<file path="src/rtl/aud_sp_pkg.sv">
package aud_sp_pkg;

  localparam int SAMPLE_W   = 24;
  localparam int HALF_SLOTS = 32;
  localparam int SLOT_W     = $clog2(HALF_SLOTS);

  typedef enum logic [1:0] {
    FMT_I2S  = 2'd0,
    FMT_MSBJ = 2'd1,
    FMT_LSBJ = 2'd2,
    FMT_ALT  = 2'd3
  } fmt_e;

  // strobes from the timing control to the datapath
  typedef struct packed {
    logic              rise;       // bit clock rising edge seen this cycle
    logic              fall;       // bit clock falling edge seen this cycle
    logic [SLOT_W-1:0] slot;       // slot the edge belongs to
    logic              chanRight;  // slot is in the right half frame
    logic              aligned;    // a word-select transition has been seen
    logic              loadTx;     // left half frame begins now
  } apStrobe_t;

  function automatic int unsigned wordBits(input logic [1:0] fmt, input logic [1:0] wcode);
    if (fmt != FMT_LSBJ) return SAMPLE_W;
    case (wcode)
      2'd0:    return 16;
      2'd1:    return 18;
      2'd2:    return 20;
      default: return 24;
    endcase
  endfunction

  function automatic int unsigned firstSlot(input logic [1:0] fmt, input logic [1:0] wcode);
    if (fmt == FMT_I2S)  return 1;
    if (fmt == FMT_LSBJ) return HALF_SLOTS - wordBits(fmt, wcode);
    return 0;
  endfunction

endpackage

</file>
<file path="src/rtl/aud_sp_ctrl.sv">
module aud_sp_ctrl
  import aud_sp_pkg::*;
#(
  parameter int DIV_W = 8
) (
  input  logic             clk,
  input  logic             rst_n,
  input  logic             cfgMaster,
  input  logic [1:0]       cfgFormat,
  input  logic [DIV_W-1:0] cfgDiv,
  input  logic             sckIn,
  input  logic             wsIn,
  output logic             sckOut,
  output logic             wsOut,
  output apStrobe_t        st
);

  localparam int SYNC_STAGES = 2;

  logic [DIV_W-1:0]       divCnt;
  logic                   sckGen;
  logic [SLOT_W:0]        frameSlot;
  logic [SYNC_STAGES-1:0] sckSync;
  logic [SYNC_STAGES-1:0] wsSync;
  logic                   sckPrev;
  logic                   wsAtRise;
  logic                   aligned;
  logic [SLOT_W-1:0]      pos;

  logic                   fmtI2S;
  logic                   wsGen;
  logic                   sckSel;
  logic                   wsSel;
  logic                   riseEv;
  logic                   fallEv;
  logic                   wsChange;
  logic [SLOT_W-1:0]      nextPos;

  assign fmtI2S = (cfgFormat == FMT_I2S);
  assign wsGen  = fmtI2S ? frameSlot[SLOT_W] : ~frameSlot[SLOT_W];

  // master clock generator: cleared while in slave mode
  always_ff @(posedge clk or negedge rst_n) begin
    if (!rst_n) begin
      divCnt    <= '0;
      sckGen    <= 1'b0;
      frameSlot <= '1;
    end else if (!cfgMaster) begin
      divCnt    <= '0;
      sckGen    <= 1'b0;
      frameSlot <= '1;
    end else if (divCnt >= cfgDiv) begin
      divCnt <= '0;
      sckGen <= ~sckGen;
      if (sckGen) frameSlot <= frameSlot + 1'b1;
    end else begin
      divCnt <= divCnt + 1'b1;
    end
  end

  assign sckOut = sckGen;
  assign wsOut  = cfgMaster ? wsGen : 1'b0;

  // external clock synchronizers
  always_ff @(posedge clk or negedge rst_n) begin
    if (!rst_n) begin
      sckSync <= '0;
      wsSync  <= '0;
    end else begin
      sckSync <= {sckSync[SYNC_STAGES-2:0], sckIn};
      wsSync  <= {wsSync[SYNC_STAGES-2:0], wsIn};
    end
  end

  assign sckSel   = cfgMaster ? sckGen : sckSync[SYNC_STAGES-1];
  assign wsSel    = cfgMaster ? wsGen  : wsSync[SYNC_STAGES-1];
  assign riseEv   = sckSel & ~sckPrev;
  assign fallEv   = ~sckSel & sckPrev;
  assign wsChange = (wsSel != wsAtRise);
  assign nextPos  = wsChange ? '0 : pos + 1'b1;

  always_ff @(posedge clk or negedge rst_n) begin
    if (!rst_n) begin
      sckPrev  <= 1'b0;
      wsAtRise <= 1'b0;
      aligned  <= 1'b0;
      pos      <= '1;
    end else begin
      sckPrev <= sckSel;
      if (riseEv) begin
        pos      <= nextPos;
        wsAtRise <= wsSel;
        if (wsChange) aligned <= 1'b1;
      end
    end
  end

  always_comb begin
    st.rise      = riseEv;
    st.fall      = fallEv;
    st.slot      = nextPos;
    st.chanRight = fmtI2S ? wsSel : ~wsSel;
    st.aligned   = aligned;
    st.loadTx    = fallEv && (nextPos == '0) && !st.chanRight;
  end

  AST_WS_WITH_FALL: assert property (@(posedge clk) disable iff (!rst_n)
    (cfgMaster && $past(cfgMaster) && (wsOut != $past(wsOut)) && (cfgFormat == $past(cfgFormat)))
      |-> (!sckOut && $past(sckOut)));

  AST_SLAVE_SCK_QUIET: assert property (@(posedge clk) disable iff (!rst_n)
    (!cfgMaster && !$past(cfgMaster)) |-> !sckOut);

endmodule

</file>
<file path="src/rtl/aud_sp_data.sv">
module aud_sp_data
  import aud_sp_pkg::*;
(
  input  logic                clk,
  input  logic                rst_n,
  input  apStrobe_t           st,
  input  logic [1:0]          cfgFormat,
  input  logic [1:0]          cfgWidth,
  input  logic [SAMPLE_W-1:0] txLeft,
  input  logic [SAMPLE_W-1:0] txRight,
  input  logic                sdIn,
  output logic                sdOut,
  output logic                txTake,
  output logic [SAMPLE_W-1:0] rxLeft,
  output logic [SAMPLE_W-1:0] rxRight,
  output logic                rxLeftValid,
  output logic                rxRightValid
);

  localparam int IDX_W = $clog2(SAMPLE_W);
  localparam int CMP_W = SLOT_W + 2;

  logic [CMP_W-1:0]    wordLen;
  logic [CMP_W-1:0]    startSlot;
  logic [CMP_W-1:0]    curSlot;
  logic [CMP_W-1:0]    relSlot;
  logic                inWord;
  logic [IDX_W-1:0]    bitIdx;
  logic [SAMPLE_W-1:0] holdL;
  logic [SAMPLE_W-1:0] holdR;
  logic [SAMPLE_W-1:0] txWord;
  logic [SAMPLE_W-1:0] asmWord;
  logic [SAMPLE_W-1:0] asmNext;
  logic                lastSlot;

  // slot-to-bit mapping shared by both directions
  always_comb begin
    wordLen   = CMP_W'(wordBits(cfgFormat, cfgWidth));
    startSlot = CMP_W'(firstSlot(cfgFormat, cfgWidth));
    curSlot   = CMP_W'(st.slot);
    relSlot   = curSlot - startSlot;
    inWord    = (curSlot >= startSlot) && (relSlot < wordLen);
    bitIdx    = IDX_W'(SAMPLE_W - 1) - IDX_W'(relSlot);
  end

  assign txWord   = st.chanRight ? holdR : (st.loadTx ? txLeft : holdL);
  assign lastSlot = (st.slot == SLOT_W'(HALF_SLOTS - 1));

  always_comb begin
    asmNext = (st.slot == '0) ? '0 : asmWord;
    if (inWord) asmNext[bitIdx] = sdIn;
  end

  // transmit side
  always_ff @(posedge clk or negedge rst_n) begin
    if (!rst_n) begin
      sdOut  <= 1'b0;
      txTake <= 1'b0;
      holdL  <= '0;
      holdR  <= '0;
    end else begin
      txTake <= st.loadTx;
      if (st.fall) sdOut <= inWord ? txWord[bitIdx] : 1'b0;
      if (st.loadTx) begin
        holdL <= txLeft;
        holdR <= txRight;
      end
    end
  end

  // receive side
  always_ff @(posedge clk or negedge rst_n) begin
    if (!rst_n) begin
      asmWord      <= '0;
      rxLeft       <= '0;
      rxRight      <= '0;
      rxLeftValid  <= 1'b0;
      rxRightValid <= 1'b0;
    end else begin
      rxLeftValid  <= 1'b0;
      rxRightValid <= 1'b0;
      if (st.rise) begin
        asmWord <= asmNext;
        if (lastSlot && st.aligned) begin
          if (st.chanRight) begin
            rxRight      <= asmNext;
            rxRightValid <= 1'b1;
          end else begin
            rxLeft      <= asmNext;
            rxLeftValid <= 1'b1;
          end
        end
      end
    end
  end

  AST_SD_ON_FALL_ONLY: assert property (@(posedge clk) disable iff (!rst_n)
    !st.fall |=> $stable(sdOut));

  AST_LEFT_PULSE: assert property (@(posedge clk) disable iff (!rst_n)
    rxLeftValid |=> !rxLeftValid);

  AST_RIGHT_PULSE: assert property (@(posedge clk) disable iff (!rst_n)
    rxRightValid |=> !rxRightValid);

  AST_NO_EARLY_WORD: assert property (@(posedge clk) disable iff (!rst_n)
    !st.aligned |=> (!rxLeftValid && !rxRightValid));

  AST_TAKE_PULSE: assert property (@(posedge clk) disable iff (!rst_n)
    txTake |=> !txTake);

endmodule

</file>
<file path="src/rtl/aud_serial_port.sv">
module aud_serial_port
  import aud_sp_pkg::*;
#(
  parameter int DIV_W = 8
) (
  input  logic                clk,
  input  logic                rst_n,
  input  logic                cfgMaster,
  input  logic [1:0]          cfgFormat,
  input  logic [1:0]          cfgWidth,
  input  logic [DIV_W-1:0]    cfgDiv,
  input  logic                sckIn,
  input  logic                wsIn,
  input  logic                sdIn,
  output logic                sckOut,
  output logic                wsOut,
  output logic                sdOut,
  input  logic [SAMPLE_W-1:0] txLeft,
  input  logic [SAMPLE_W-1:0] txRight,
  output logic                txTake,
  output logic [SAMPLE_W-1:0] rxLeft,
  output logic [SAMPLE_W-1:0] rxRight,
  output logic                rxLeftValid,
  output logic                rxRightValid
);

  apStrobe_t st;

  aud_sp_ctrl #(.DIV_W(DIV_W)) ctrl_i (
    .clk       (clk),
    .rst_n     (rst_n),
    .cfgMaster (cfgMaster),
    .cfgFormat (cfgFormat),
    .cfgDiv    (cfgDiv),
    .sckIn     (sckIn),
    .wsIn      (wsIn),
    .sckOut    (sckOut),
    .wsOut     (wsOut),
    .st        (st)
  );

  aud_sp_data data_i (
    .clk          (clk),
    .rst_n        (rst_n),
    .st           (st),
    .cfgFormat    (cfgFormat),
    .cfgWidth     (cfgWidth),
    .txLeft       (txLeft),
    .txRight      (txRight),
    .sdIn         (sdIn),
    .sdOut        (sdOut),
    .txTake       (txTake),
    .rxLeft       (rxLeft),
    .rxRight      (rxRight),
    .rxLeftValid  (rxLeftValid),
    .rxRightValid (rxRightValid)
  );

endmodule

</file>
<file path="config.mk">
export PLATFORM = sky130hd
export DESIGN_NAME = aud_serial_port
export DESIGN_NICKNAME = d
export VERILOG_FILES = /design/src/rtl/aud_sp_pkg.sv /design/src/rtl/aud_sp_ctrl.sv /design/src/rtl/aud_sp_data.sv /design/src/rtl/aud_serial_port.sv
export SDC_FILE = /design/constraint.sdc
export NUM_CORES = 1
export LEC_CHECK = 0
export ABC_AREA = 0
export BUFFER_PORTS_ARGS = -buffer_cell sky130_fd_sc_hd__buf_2
export CAP_MARGIN = 20
export CORE_MARGIN = 1.5
export CORE_UTILIZATION = 45
export DETAILED_ROUTE_END_ITERATION = 7
export HOLD_SLACK_MARGIN = 0.12
export PLACE_DENSITY = 0.69
export SETUP_SLACK_MARGIN = 0.02
export SYNTH_ARGS = -nofsm -noshare
export SYNTH_HDL_FRONTEND = slang
export SYNTH_SLANG_ARGS = --single-unit
</file>
<file path="constraint.sdc">
create_clock -name clk -period 12.82 [get_ports clk]
set_input_delay 0.641 -clock clk [delete_from_list [all_inputs] [get_ports clk]]
set_output_delay 0.641 -clock clk [all_outputs]
set_load 0.005 [all_outputs]
</file>
==> summary.md <==
| Metric | Value |
|---|---|
| Die area | 17,440 µm² |
| Worst path bufs/invs | 1 |
| Seq cells post-synth | 151 |
| Routed via count | 5,876 |
| Synth cell types | 68 |
| GRT Overall Usage | 0.2078 |
| Placer Congestion | 0.8286 |
| Number of vias per cell | 5.123 |
| First-pass GRT wire length | 28,770 µm |
| DP HPWL | 11,750 µm |
| CTS tree | done |
| RSZ-0062 raised after global routing | no |
| Layout cells sized above 1 | 0.2341 |
| Final #Nets | 1,003 |
| Number of flops mapped to enable cells by yosys | 0 |
| Syn Std Cell Area | 7496 µm² |
| Share of synthesized registers carrying an async set or reset | 1.000 |
| Delay-heaviest family, CP | compound AO/OA/AOI/OAI gates |
| Post-DRT Antenna Nets | 0 |
| Core ar. | 16,410 µm² |
| WL/cell | 15.11 µm |
| Ant diodes | 0 |
| Syn nets | 901 |
| Reg clk slew, reported paths | 0.06 ns |
| LEAKAGE | 0.004313 µW |
| Critical Path AT | 5.91 ns |
| Crit-path max FO | 8 |
| Area contributors post-synth | dfrtp_1, nand2_1, o21ai_0 |
| Peak supply drop | 0.0001208 V |
| Cell-by-cell trace of the critical path | and2b_1 > a211oi_4 > xor2_2 > or2b_1 > ha_1 > fa_1 > xor2_1 > clkinv_1 > ha_1 > a21boi_0 > o21a_1 > o22ai_1 > a21oi_1 > nor3b_2 > a21oi_1 > a31oi_1 > o21ai_0 |
| Grt ovf | 0 |
| Clock skew | 0.005732 ns |
| Core Util, Final | 0.5357 |
| Largest net degree at the start of global routing | 96 |
| PwrDens | 175.4 nW/µm² |
| Final hold vios | 0 |
| Most frequent cells in the layout | nand2_1, dfrtp_1, buf_2 |
| Crit path time final | 5.647 ns |
| Drt pass-1 iters | 7 |
| Worst Hold Class | in -> async |
| Row count | 47 |
| Initial DRC count | 417 |
| Die H | 132.1 µm |
| Area Overhead vs Synth | 17.24% |
| Synth Instances | 812 |
| Seq/Total Area, Yosys | 0.5059 |
| Max transition margin | 0.2517 |
| # hold bufs at CTS | 0 |
| Fin crit share | 0.4405 |
| Clock buffer depth | 2 |
| Later-pin clock latency in the skew report | 0.42 ns |
| Main synth FF type | dfrtp_1 |
| Final Setup Violations | 0 |
| Share of the synthesized area in the top cell type | 0.4674 |
| WL final | 17,330 µm |
| Area leader, netlist | dfrtp_1 |
| Port Buffers | 119 |
| I/O pin count | 120 |
| Max Cap Violations | 0 |
| Setup Crit Path Kind | reg -> reg |
| Synth Area per Inst | 9.231 µm² |
| Worst Tran Pin Value | 1.118 ns |
| Slew Limit Fails | 0 |
| DIE WIDTH | 132.1 µm |
| Critical path required time | 13.08 ns |
| Fmax | 177.1 MHz |
| Initial Utilization | 0.4569 |
| PostCTS Resize Cnt | 0 |
| Drt drc | 0 |
| Fin Setup TNS | 0 ns |
| CP endpoint kind | flop |
| Commonest non-fill, non-tap cell in the layout | nand2_1 |
| Run status | finished clean |
| Postcts setup bufs | 0 |
| Max incr delay on CP | 0.57 ns |
| Vias in the first global route | 5,786 |
| Initial antenna violation count | 0 |
| Yosys warns | 0 |
| Crit start category | flop |
| Clock buffer count from CTS | 17 |
| Worst path slowest cell | xor2_1 |
| Clock Sinks | 151 |
| H-tree lvl count | 4 |
| Final Power | 1541 µW |
| CTS root buf | clkbuf_16 |
## metrics by stage
step,cells,worst slack (ns),area (µm²),hold slack (ns)
floorplan,812,7.856,7496,0.3312
global placement,1113,7.028,8202,0.3328
detailed placement,1114,6.850,8229,0.3365
CTS,1146,7.159,8781,0.3072
global route,1147,6.755,8788,0.3071
finish,1147,7.173,8788,0.2863
## layer usage
metal / GRT usage / up-vias / share of wire
met5: 0 / - / 0
met4: 0.06728 / 0 / 0.014
met1: 0.2829 / 2775 / 0.47
met2: 0.3281 / 134 / 0.47
li1: - / 2950 / -
met3: 0.05075 / 17 / 0.045
## cells by family after synthesis
| logic type | after synthesis | share of synthesized area |
|---|---|---|
| muxes | 15 | 0.03155 |
| DFF | 151 | 0.5059 |
| and+or+nand+nor | 350 | 0.2083 |
| buffers and inverters | 65 | 0.03889 |
| xor gates and xnor gates | 19 | 0.02421 |
| AOI/OAI and AO/OA | 189 | 0.1517 |
| adders and majority gates | 23 | 0.03939 |
## synth_stat cells (all sizes together), types with 9 or more instances
master  instances
a21oi          45
a31oi          27
buf            14
clkbuf         29
dfrtp         140
dfstp          11
ha             22
inv            20
nand2         269
nor2           17
o21ai          85
xnor2           9
xor2           10
## cell type report
type | count | area [µm²]
fill | 1526 | 7619
sequential | 151 | 3792
multi-input combinational | 596 | 3412
timing repair buffer | 126 | 674.4
clock buffer | 21 | 450.4
tap | 220 | 275.3
clock inverter | 11 | 101.3
inverter | 22 | 82.58
## power by group
part / internal (µW) / switching [µW]
logic: 177 / 276
clock network: 272 / 195
registers: 572 / 49.4
## worst paths after layout
path | startpoint | end | slack (ns) | depth (start not counted)
min reg2reg | ctrl_i.sckSync[0] | ctrl_i.sckSync[1] | 0.35 | 0
max reg2reg | ctrl_i.frameSlot[5] | data_i.asmWord[21] | 7.17 | 17
min | rst_n | data_i.rxLeftValid | 0.29 | 1
max | ctrl_i.frameSlot[5] | data_i.asmWord[21] | 7.17 | 17
max in group asynchronous | rst_n | data_i.holdL[9] | 11.27 | 2
min in group clk | sckIn | ctrl_i.sckSync[0] | 0.32 | 1
## state kept, by name, summed over array words and instances (netlist names), 2 cells and up
name              cells
ctrl_i.divCnt         8
ctrl_i.frameSlot      6
ctrl_i.pos            5
ctrl_i.sckSync        2
ctrl_i.wsSync         2
data_i.asmWord       24
data_i.holdL         24
data_i.holdR         24
data_i.rxLeft        24
data_i.rxRight       24
Power figures use the tool's default switching activity.
